File: src/rtl/dtm_pkg.sv
package dtm_pkg;
  localparam logic [1:0] REG_CTRL = 2'd0;
  localparam logic [1:0] REG_CNT  = 2'd1;
  localparam logic [1:0] REG_RLDA = 2'd2;
  localparam logic [1:0] REG_RLDB = 2'd3;

  localparam int B_TRIG = 0;
  localparam int B_CNTE = 1;
  localparam int B_UF   = 2;
  localparam int B_INTE = 3;
  localparam int B_RELD = 4;
  localparam int B_LVL  = 5;
  localparam int CTRL_BITS = 6;
endpackage

File: src/rtl/dtm_prescaler.sv
module dtm_prescaler #(
  parameter int DIV = 2
) (
  input  logic clk_i,
  input  logic rst_ni,
  input  logic en_i,
  input  logic clr_i,
  output logic tick_o
);
  localparam int PW = (DIV > 1) ? $clog2(DIV) : 1;
  localparam logic [PW-1:0] LAST = PW'(DIV - 1);

  logic [PW-1:0] ph_q;

  always_ff @(posedge clk_i or negedge rst_ni) begin
    if (!rst_ni)    ph_q <= '0;
    else if (clr_i) ph_q <= '0;
    else if (en_i)  ph_q <= (ph_q == LAST) ? '0 : ph_q + 1'b1;
  end

  assign tick_o = en_i && !clr_i && (ph_q == LAST);

  generate
    if (DIV >= 2) begin : g_chk
      assert_tick_gap_R3: assert property (@(posedge clk_i) disable iff (!rst_ni)
        tick_o |=> !tick_o);
    end
  endgenerate
endmodule

File: src/rtl/dtm_channel.sv
module dtm_channel
  import dtm_pkg::*;
#(
  parameter int CNT_W    = 32,
  parameter int PRESCALE = 2
) (
  input  logic             clk_i,
  input  logic             rst_ni,
  input  logic             sel_i,
  input  logic             we_i,
  input  logic [1:0]       reg_i,
  input  logic [CNT_W-1:0] wdata_i,
  output logic [CNT_W-1:0] rdata_o,
  output logic             irq_o
);
  logic [CNT_W-1:0] cnt_q, rlda_q, rldb_q;
  logic cnte_q, uf_q, inte_q, reld_q, lvl_q, run_q;
  logic wr, wr_ctrl, wr_cnt, trig, en, tick, uf_evt;

  assign wr      = sel_i && we_i;
  assign wr_ctrl = wr && (reg_i == REG_CTRL);
  assign wr_cnt  = wr && (reg_i == REG_CNT);
  assign trig    = wr_ctrl && wdata_i[B_TRIG] && wdata_i[B_CNTE];
  assign en      = cnte_q && run_q;
  assign uf_evt  = tick && (cnt_q == '0);

  dtm_prescaler #(.DIV(PRESCALE)) u_psc (
    .clk_i  (clk_i),
    .rst_ni (rst_ni),
    .en_i   (en),
    .clr_i  (trig),
    .tick_o (tick)
  );

  always_ff @(posedge clk_i or negedge rst_ni) begin
    if (!rst_ni) begin
      cnte_q <= 1'b0;
      inte_q <= 1'b0;
      reld_q <= 1'b0;
      lvl_q  <= 1'b0;
    end else if (wr_ctrl) begin
      cnte_q <= wdata_i[B_CNTE];
      inte_q <= wdata_i[B_INTE];
      reld_q <= wdata_i[B_RELD];
      lvl_q  <= wdata_i[B_LVL];
    end
  end

  // hardware set wins over a software clear on the same edge
  always_ff @(posedge clk_i or negedge rst_ni) begin
    if (!rst_ni) uf_q <= 1'b0;
    else         uf_q <= uf_evt || (uf_q && !(wr_ctrl && !wdata_i[B_UF]));
  end

  always_ff @(posedge clk_i or negedge rst_ni) begin
    if (!rst_ni)                  run_q <= 1'b0;
    else if (trig)                run_q <= 1'b1;
    else if (uf_evt && !reld_q)   run_q <= 1'b0;
  end

  always_ff @(posedge clk_i or negedge rst_ni) begin
    if (!rst_ni)      cnt_q <= '0;
    else if (trig)    cnt_q <= rlda_q;
    else if (wr_cnt)  cnt_q <= wdata_i;
    else if (tick) begin
      if (cnt_q == '0) cnt_q <= reld_q ? rlda_q : '0;
      else             cnt_q <= cnt_q - 1'b1;
    end
  end

  always_ff @(posedge clk_i or negedge rst_ni) begin
    if (!rst_ni) begin
      rlda_q <= '0;
      rldb_q <= '0;
    end else begin
      if (wr && reg_i == REG_RLDA) rlda_q <= wdata_i;
      if (wr && reg_i == REG_RLDB) rldb_q <= wdata_i;
    end
  end

  always_comb begin
    rdata_o = '0;
    case (reg_i)
      REG_CTRL: begin
        rdata_o[B_CNTE] = cnte_q;
        rdata_o[B_UF]   = uf_q;
        rdata_o[B_INTE] = inte_q;
        rdata_o[B_RELD] = reld_q;
        rdata_o[B_LVL]  = lvl_q;
      end
      REG_CNT:  rdata_o = cnt_q;
      REG_RLDA: rdata_o = rlda_q;
      default:  rdata_o = rldb_q;
    endcase
  end

  assign irq_o = uf_q && inte_q;

  assert_trig_load_R3: assert property (@(posedge clk_i) disable iff (!rst_ni)
    trig |=> (cnt_q == $past(rlda_q)) && run_q);
  assert_reload_R4: assert property (@(posedge clk_i) disable iff (!rst_ni)
    (uf_evt && reld_q && !trig && !wr_cnt) |=> (cnt_q == $past(rlda_q)) && uf_q);
  assert_oneshot_stop_R5: assert property (@(posedge clk_i) disable iff (!rst_ni)
    (uf_evt && !reld_q && !trig && !wr_cnt) |=> !run_q && (cnt_q == '0) && uf_q);
  assert_uf_no_spurious_R6: assert property (@(posedge clk_i) disable iff (!rst_ni)
    (!uf_q && !uf_evt) |=> !uf_q);
  assert_freeze_R8: assert property (@(posedge clk_i) disable iff (!rst_ni)
    (!cnte_q && !trig && !wr_cnt) |=> $stable(cnt_q));
  assert_irq_rise_R7: assert property (@(posedge clk_i) disable iff (!rst_ni)
    $rose(irq_o) |-> $past(uf_evt || (wr_ctrl && wdata_i[B_INTE])));
endmodule

File: src/rtl/dual_down_timer.sv
module dual_down_timer #(
  parameter int N_CH     = 2,
  parameter int CNT_W    = 32,
  parameter int PRESCALE = 2,
  localparam int CH_W    = (N_CH > 1) ? $clog2(N_CH) : 1,
  localparam int ADDR_W  = CH_W + 2
) (
  input  logic              clk_i,
  input  logic              rst_ni,
  input  logic              req_i,
  input  logic              we_i,
  input  logic [ADDR_W-1:0] addr_i,
  input  logic [CNT_W-1:0]  wdata_i,
  output logic [CNT_W-1:0]  rdata_o,
  output logic [N_CH-1:0]   irq_o
);
  logic [CNT_W-1:0] ch_rd [N_CH];
  logic [CH_W-1:0]  ch_sel;

  assign ch_sel = addr_i[ADDR_W-1:2];

  generate
    for (genvar c = 0; c < N_CH; c++) begin : g_ch
      dtm_channel #(.CNT_W(CNT_W), .PRESCALE(PRESCALE)) u_ch (
        .clk_i   (clk_i),
        .rst_ni  (rst_ni),
        .sel_i   (req_i && (ch_sel == CH_W'(c))),
        .we_i    (we_i),
        .reg_i   (addr_i[1:0]),
        .wdata_i (wdata_i),
        .rdata_o (ch_rd[c]),
        .irq_o   (irq_o[c])
      );
    end
  endgenerate

  assign rdata_o = ch_rd[ch_sel];

  assert_irq_known_R7: assert property (@(posedge clk_i) disable iff (!rst_ni)
    !$isunknown(irq_o));
endmodule

File: config.mk
export PLATFORM = sky130hd
export DESIGN_NAME = dual_down_timer
export DESIGN_NICKNAME = d
export VERILOG_FILES = /design/src/rtl/dtm_pkg.sv /design/src/rtl/dtm_prescaler.sv /design/src/rtl/dtm_channel.sv /design/src/rtl/dual_down_timer.sv
export SDC_FILE = /design/constraint.sdc
export NUM_CORES = 1
export LEC_CHECK = 0
export ABC_CLOCK_PERIOD_IN_PS = 2800
export BUFFER_PORTS_ARGS = -buffer_cell sky130_fd_sc_hd__buf_2
export CAP_MARGIN = 20
export CORE_ASPECT_RATIO = 1.2
export CORE_UTILIZATION = 30
export CTS_CLUSTER_DIAMETER = 120
export DETAILED_ROUTE_END_ITERATION = 10
export PLACE_DENSITY = 0.46
export SETUP_SLACK_MARGIN = 0.3
export SLEW_MARGIN = 20
export SYNTH_ARGS = -nofsm -noshare
export SYNTH_HDL_FRONTEND = slang
export SYNTH_SLANG_ARGS = --single-unit
File: constraint.sdc
create_clock -name clk_i -period 2.8 [get_ports clk_i]
set_input_delay 0.28 -clock clk_i [delete_from_list [all_inputs] [get_ports clk_i]]
set_output_delay 0.28 -clock clk_i [all_outputs]
set_load 0.005 [all_outputs]
# After elaboration in Yosys (flattened, before gate mapping)
# Cells that the tools add are included.
# word_totals
input_bits	39
ram_bits	0
mem_count	0
latchBits	0
romBits	0
ff_bits	206
# op_classes
eq_ne	3
muxes	29
n_bitwise	2
multipliers	0
order_cmp	1
add_sub_neg	4
n_shift	0
n_div	0
n_reduce_logical	50
# ops
op	n
$mux 32	13
$pmux 26 s3	2
$logic_not 32->1	2
$sub 32x1->32 const B	2
$logic_and 1x1->1	32
$pmux 5 s3	2
$mux 1	10
$reduce_bool 2->1	4
$logic_not 1->1	7
$pmux 1 s3	2
$reduce_bool 3->1	2
$eq 2x2->1 const B	2
$add 1x1->1 const B	2
$eq 2x1->1 const B	1
$ge 2x2->1 const B	1
$logic_not 2->1	1
$logic_or 1x1->1	2
$not 1->2	1
$not 1->1	1

# Logic depth before layout (Yosys ltp)
# logic_depth
ltp_word	13
mapped_depth	10
ltp_nobuf	8

# Modules after synthesis
# Synthesis repeated with hierarchy kept, for this count alone.
# hier_totals
hier_cells	1199
area_unflattened_um2	12736.0
# modules_own_cells
module	seq_area_each_um2	area_per_inst_um2	n_inst	cells_per_inst
dtm_channel (g_ch[1].u_ch)	2552.4	6148.4	1	593
dtm_channel (g_ch[0].u_ch)	2552.4	5948.2	1	560
dual_down_timer	0.0	544.3	1	38
dtm_prescaler	25.0	47.5	2	4

# Worst setup path before layout
# Ideal clock, no wire load.
# synth_timing
path_kind	reg-to-reg
start	register g_ch[0].u_ch.cnt_q[10]
end	register g_ch[0].u_ch.cnt_q[20]
path_slack_ns	0.222
arrival_ns	2.452
synth_period_minus_slack_ns	2.578
stages_incl_launch_ff	10
path_buffers	3
path_cell_list	dfrtp_1 -> buf_6 -> or4_4 -> or2_1 -> buf_6 -> or4_4 -> buf_6 -> nand2_2 -> o21ai_1 -> a221o_1
# synth_via
elab_chain_len	5
elab_cells_between_ends	6
cone_classes	1 x add/sub; 4 x mux; 1 x reduce/logical
# synth_rtl
item	line_no	text
start: declaration	dtm_channel.sv:16	logic [CNT_W-1:0] cnt_q, rlda_q, rldb_q;
start signal: assignment	dtm_channel.sv:63	else if (trig) cnt_q <= rlda_q;
start signal: assignment	dtm_channel.sv:64	else if (wr_cnt) cnt_q <= wdata_i;
start signal: assignment	dtm_channel.sv:66	if (cnt_q == '0) cnt_q <= reld_q ? rlda_q : '0;
$sub 32x1->32 / $logic_not 32->1 (equally long branches)	dtm_channel.sv:67, dtm_channel.sv:66	
$mux 32 *	dtm_channel.sv:66	
$mux 32 *	dtm_channel.sv:65	else if (tick) begin
$mux 32 *	dtm_channel.sv:64	
$mux 32 *	dtm_channel.sv:63	
# Every way passes the cells marked *; elsewhere a longest branch is shown, timed or not. The select of a mux whose other input is x is not followed.
# A chain may end at the register's enable or synchronous reset.

# Final worst setup path
# layout_timing
start	register g_ch[0].u_ch.cnt_q[11]
end	register g_ch[0].u_ch.cnt_q[0]
# layout_via
elab_chain_len	5
# layout_rtl
item	line_no
$logic_not 32->1	dtm_channel.sv:66
$mux 32	dtm_channel.sv:66
$mux 32	dtm_channel.sv:65
$mux 32	dtm_channel.sv:64
$mux 32	dtm_channel.sv:63
# No other way between the ends. The select of a mux whose other input is x is not followed.

==> impl_metrics.tcl <==
set metrics [dict create \
    wl_per_cell_um 24.8 \
    post_synth_mux_area_share_pct 20.0 \
    cts.sinks 206 \
    chipWidth_um 186 \
    postSynthNetCount 1240 \
    cts_buffers 24 \
    report.final.hold_viol_count 0 \
    drt_pre_antenna_iters 6 \
    reg2regPathDepth 6 \
    rsz_0062_raised_after_global_routing "true" \
    count_of_flip_flops_with_a_built_in_enable_after_synthesis 0 \
    synthXorXnorAreaFrac_pct 2.58 \
    ios 73 \
    timing.final.setup_violations 0 \
    yosys.area_share.adder_pct 0.409 \
    fin_hold_ws_ps 101 \
    initial_antenna_violation_count 0 \
    crit_arrival_ps 2990 \
    totalWireLength_mm 46.5 \
    finalInstanceArea_um2 15200 \
    globalRoute.totalOverflow 0 \
    crit_path_start_kind "flop" \
    final_core_utilization_pct 37.9 \
    antenna-diode-count 0 \
    htree_levels 1 \
    synth-seq-cells 206 \
    syn-cell-area_um2 12200 \
    hold-path-cell-count 2 \
    detailedPlace.worstSlack_ps 100 \
    required_ps 3220 \
    placement.io_buffers 72 \
    worst_clock_skew_ps 13.5 \
    drt-initial-drc-count 1042 \
    cap_violations 0 \
    async_reset_ff_share_pct 100 \
    global_route_wire_length_before_repair_mm 70.2 \
    power.density_cell_area_nw_per_um2 793 \
    root_buffer "clkbuf_16" \
    synth.largest_area_cell "dfrtp_1" \
    clk_path_buf_depth 3 \
    ys_warn_count 0 \
    count_of_vias_placed_by_the_detailed_router 10800 \
    worst_slack_ps 227 \
    fp.dieArea_um2 41600 \
    worstSkewPairLatency_ps 540 \
    placedInstanceArea_um2 13700 \
    share_of_layout_cells_above_drive_strength_1_pct 38.2 \
    path_clk_slew_ps 60 \
    area_growth_syn_to_layout_pct 23.9 \
    layout_common_cells "200 x dfrtp_1, 194 x mux2_2, 116 x buf_4" \
    simple_gate_fraction_of_synth_area_pct 12.9 \
    max_clock_freq_mhz 389 \
    gp_routability_congestion 0.879 \
    floorplan.initialDensity_pct 30.6 \
    crit_path_max_fanout 8 \
    chipHeight_um 223 \
    seq_area_frac_synth_pct 42.1 \
    synth.distinct_cells 73 \
    slowest_delay_ps 650 \
    yosys.area.top_type_share_pct 42.1 \
    startpoint "g_ch[0].u_ch.cnt_q[11]" \
    timing.reg2reg.setup_slack_ps 230 \
    leading_register_cell_type_out_of_synthesis "dfrtp_1" \
    finish.net_count 1368 \
    report.final.slew_viol_count 0 \
    p_leak_nw 6.13 \
    least_margin_pin_slew_ps 955 \
    grt_start_max_net_pins 77 \
    synth.area.top_cells "dfrtp_1 42%, mux2_2 18%, o21ai_0 2.8%" \
    critical_path.reg2reg.startpoint "g_ch[0].u_ch.cnt_q[11]" \
    synth-compound-area-share_pct 18.3 \
    max-slew-margin-rel_pct 36.3 \
    number_of_global_route_vias_before_repair 10800 \
    hpwl_mm 31.8 \
    tns_ps 0 \
    min_period_over_period_pct 91.9 \
    hold_class "input pin to flop" \
    cts_tree "built" \
    postSynthAreaPerCell_um2 10.2 \
    vdd.ir_drop.worst_v 0.000378 \
    dominant_combinational_cell_family_by_area_after_synthesis "multiplexers" \
    hold_path_end "g_ch[0].u_ch.rldb_q[6]" \
    clock_period_minus_final_worst_setup_slack_ps 2570 \
    cpMaxStageDelayCell "or4_4" \
    syn-instance-count 1197 \
    critical_path.reg2reg.endpoint "g_ch[0].u_ch.cnt_q[0]" \
    setup.worst_path.class "flop to flop" \
    run_status "finished clean" \
    grt.total_usage_pct 22.1 \
    drt_drc_violations_left 0 \
    hold_path_startpoint "wdata_i[6]" \
    drtAntennaViolNets 0 \
    total_core_area_um2 40000 \
    final_common_cell "dfrtp_1" \
    cp_cell_sequence "or4_4 > or2_4 > or4_4 > buf_6 > a211oi_1 > a211oi_1" \
    placementRows 80 \
    element_type_at_the_critical_path_end "flop" \
    viasPerCell 5.78 \
]
## registers in the layout, summed over array words and instances, names as in the netlist
signal	flops
g_ch.u_ch.cnt_q	64
g_ch.u_ch.rlda_q	64
g_ch.u_ch.rldb_q	64
g_ch.u_ch.cnte_q	2
g_ch.u_ch.inte_q	2
g_ch.u_ch.lvl_q	2
g_ch.u_ch.reld_q	2
g_ch.u_ch.run_q	2
g_ch.u_ch.u_psc.ph_q	2
g_ch.u_ch.uf_q	2
## synthesized netlist by cell type (9+ instances only)
library cell,number
a31oi_1,14
nor2_1,71
a21oi_1,61
a22oi_1,39
and3_1,11
a211oi_1,11
nand3_1,25
o31ai_1,15
dfrtp_1,206
o211ai_1,9
a221oi_1,36
o21ai_0,69
or3_1,13
xor2_1,14
nand4_1,16
buf_1,13
o22ai_1,10
mux4_2,10
xnor2_1,22
mux2_2,194
nand2_1,70
a222oi_1,15
or4_1,12
nor4_1,19
clkbuf_1,78
nor3_1,32
## logic make-up after synthesis
group | count (synthesis)
AOI/OAI and AO/OA | 329
xor gates and xnor gates | 36
buffers and inverters | 110
adders and majority gates | 4
muxes | 208
and+or+nand+nor | 304
DFF | 206
## power by group
| group | total (mW) | leakage (nW) | internal, mW | switching, mW |
|---|---|---|---|---|
| clock network | 3.44 | 0.416 | 2.11 | 1.34 |
| registers | 4.61 | 2.50 | 3.77 | 0.840 |
| logic | 3.97 | 3.21 | 1.94 | 2.04 |
| total | 12.0 | 6.13 | 7.82 | 4.21 |
## critical path: cells and delay by family (launching register included)
kind                   cells  cell delay (ps)
and+or+nand+nor            3             1500
DFF                        1              380
AOI/OAI and AO/OA          2              380
buffers and inverters      1              180
## cell type report
| cell class | instances | area (µm²) |
|---|---|---|
| clock buffers | 35 | 703 |
| clock inverters | 9 | 148 |
| fillers | 4049 | 24900 |
| inverters | 8 | 30.0 |
| multi-input cells | 881 | 6930 |
| flip-flops and latches | 206 | 5160 |
| well taps | 533 | 667 |
| repair buffers | 204 | 1530 |
## routing by layer
metal	track usage [%]	vias up	share of wire, %
met4	7.09	0	3.2
met2	38.3	339	50
met5	0	-	0
met1	28.8	5557	42
li1	-	4866	-
met3	2.19	87	4.4
## per-stage QoR
stage | std cells | total power [mW]
final | 1876 | 12.0
after global routing | 1876 | 12.7
after CTS | 1847 | 11.9
after detailed placement | 1795 | 8.33
after global placement | 1795 | 8.27
after floorplan | 1197 | 6.79
## how the worst max path moves through the flow
stage	to	cells past startpoint
2_1_floorplan	g_ch[1].u_ch.cnt_q[23]	9
3_3_place_gp	g_ch[0].u_ch.cnt_q[20]	9
3_5_place_dp	g_ch[0].u_ch.cnt_q[20]	9
4_1_cts	g_ch[1].u_ch.cnt_q[15]	7
5_1_grt	g_ch[0].u_ch.cnt_q[20]	6
6_report	g_ch[0].u_ch.cnt_q[0]	6
## repair_timing
item | 4_1_cts | 5_1_grt
gates resized for setup | 15 | 57
pin swaps | 3 | 24
endpoints found under the hold margin | 71 | 0
cloned | 0 | 2
hold buffers | 1 | 0
endpoints found under the setup margin | 45 | 50
setup buffers | 7 | 27
No activity file was read; power rests on OpenSTA's default activity.
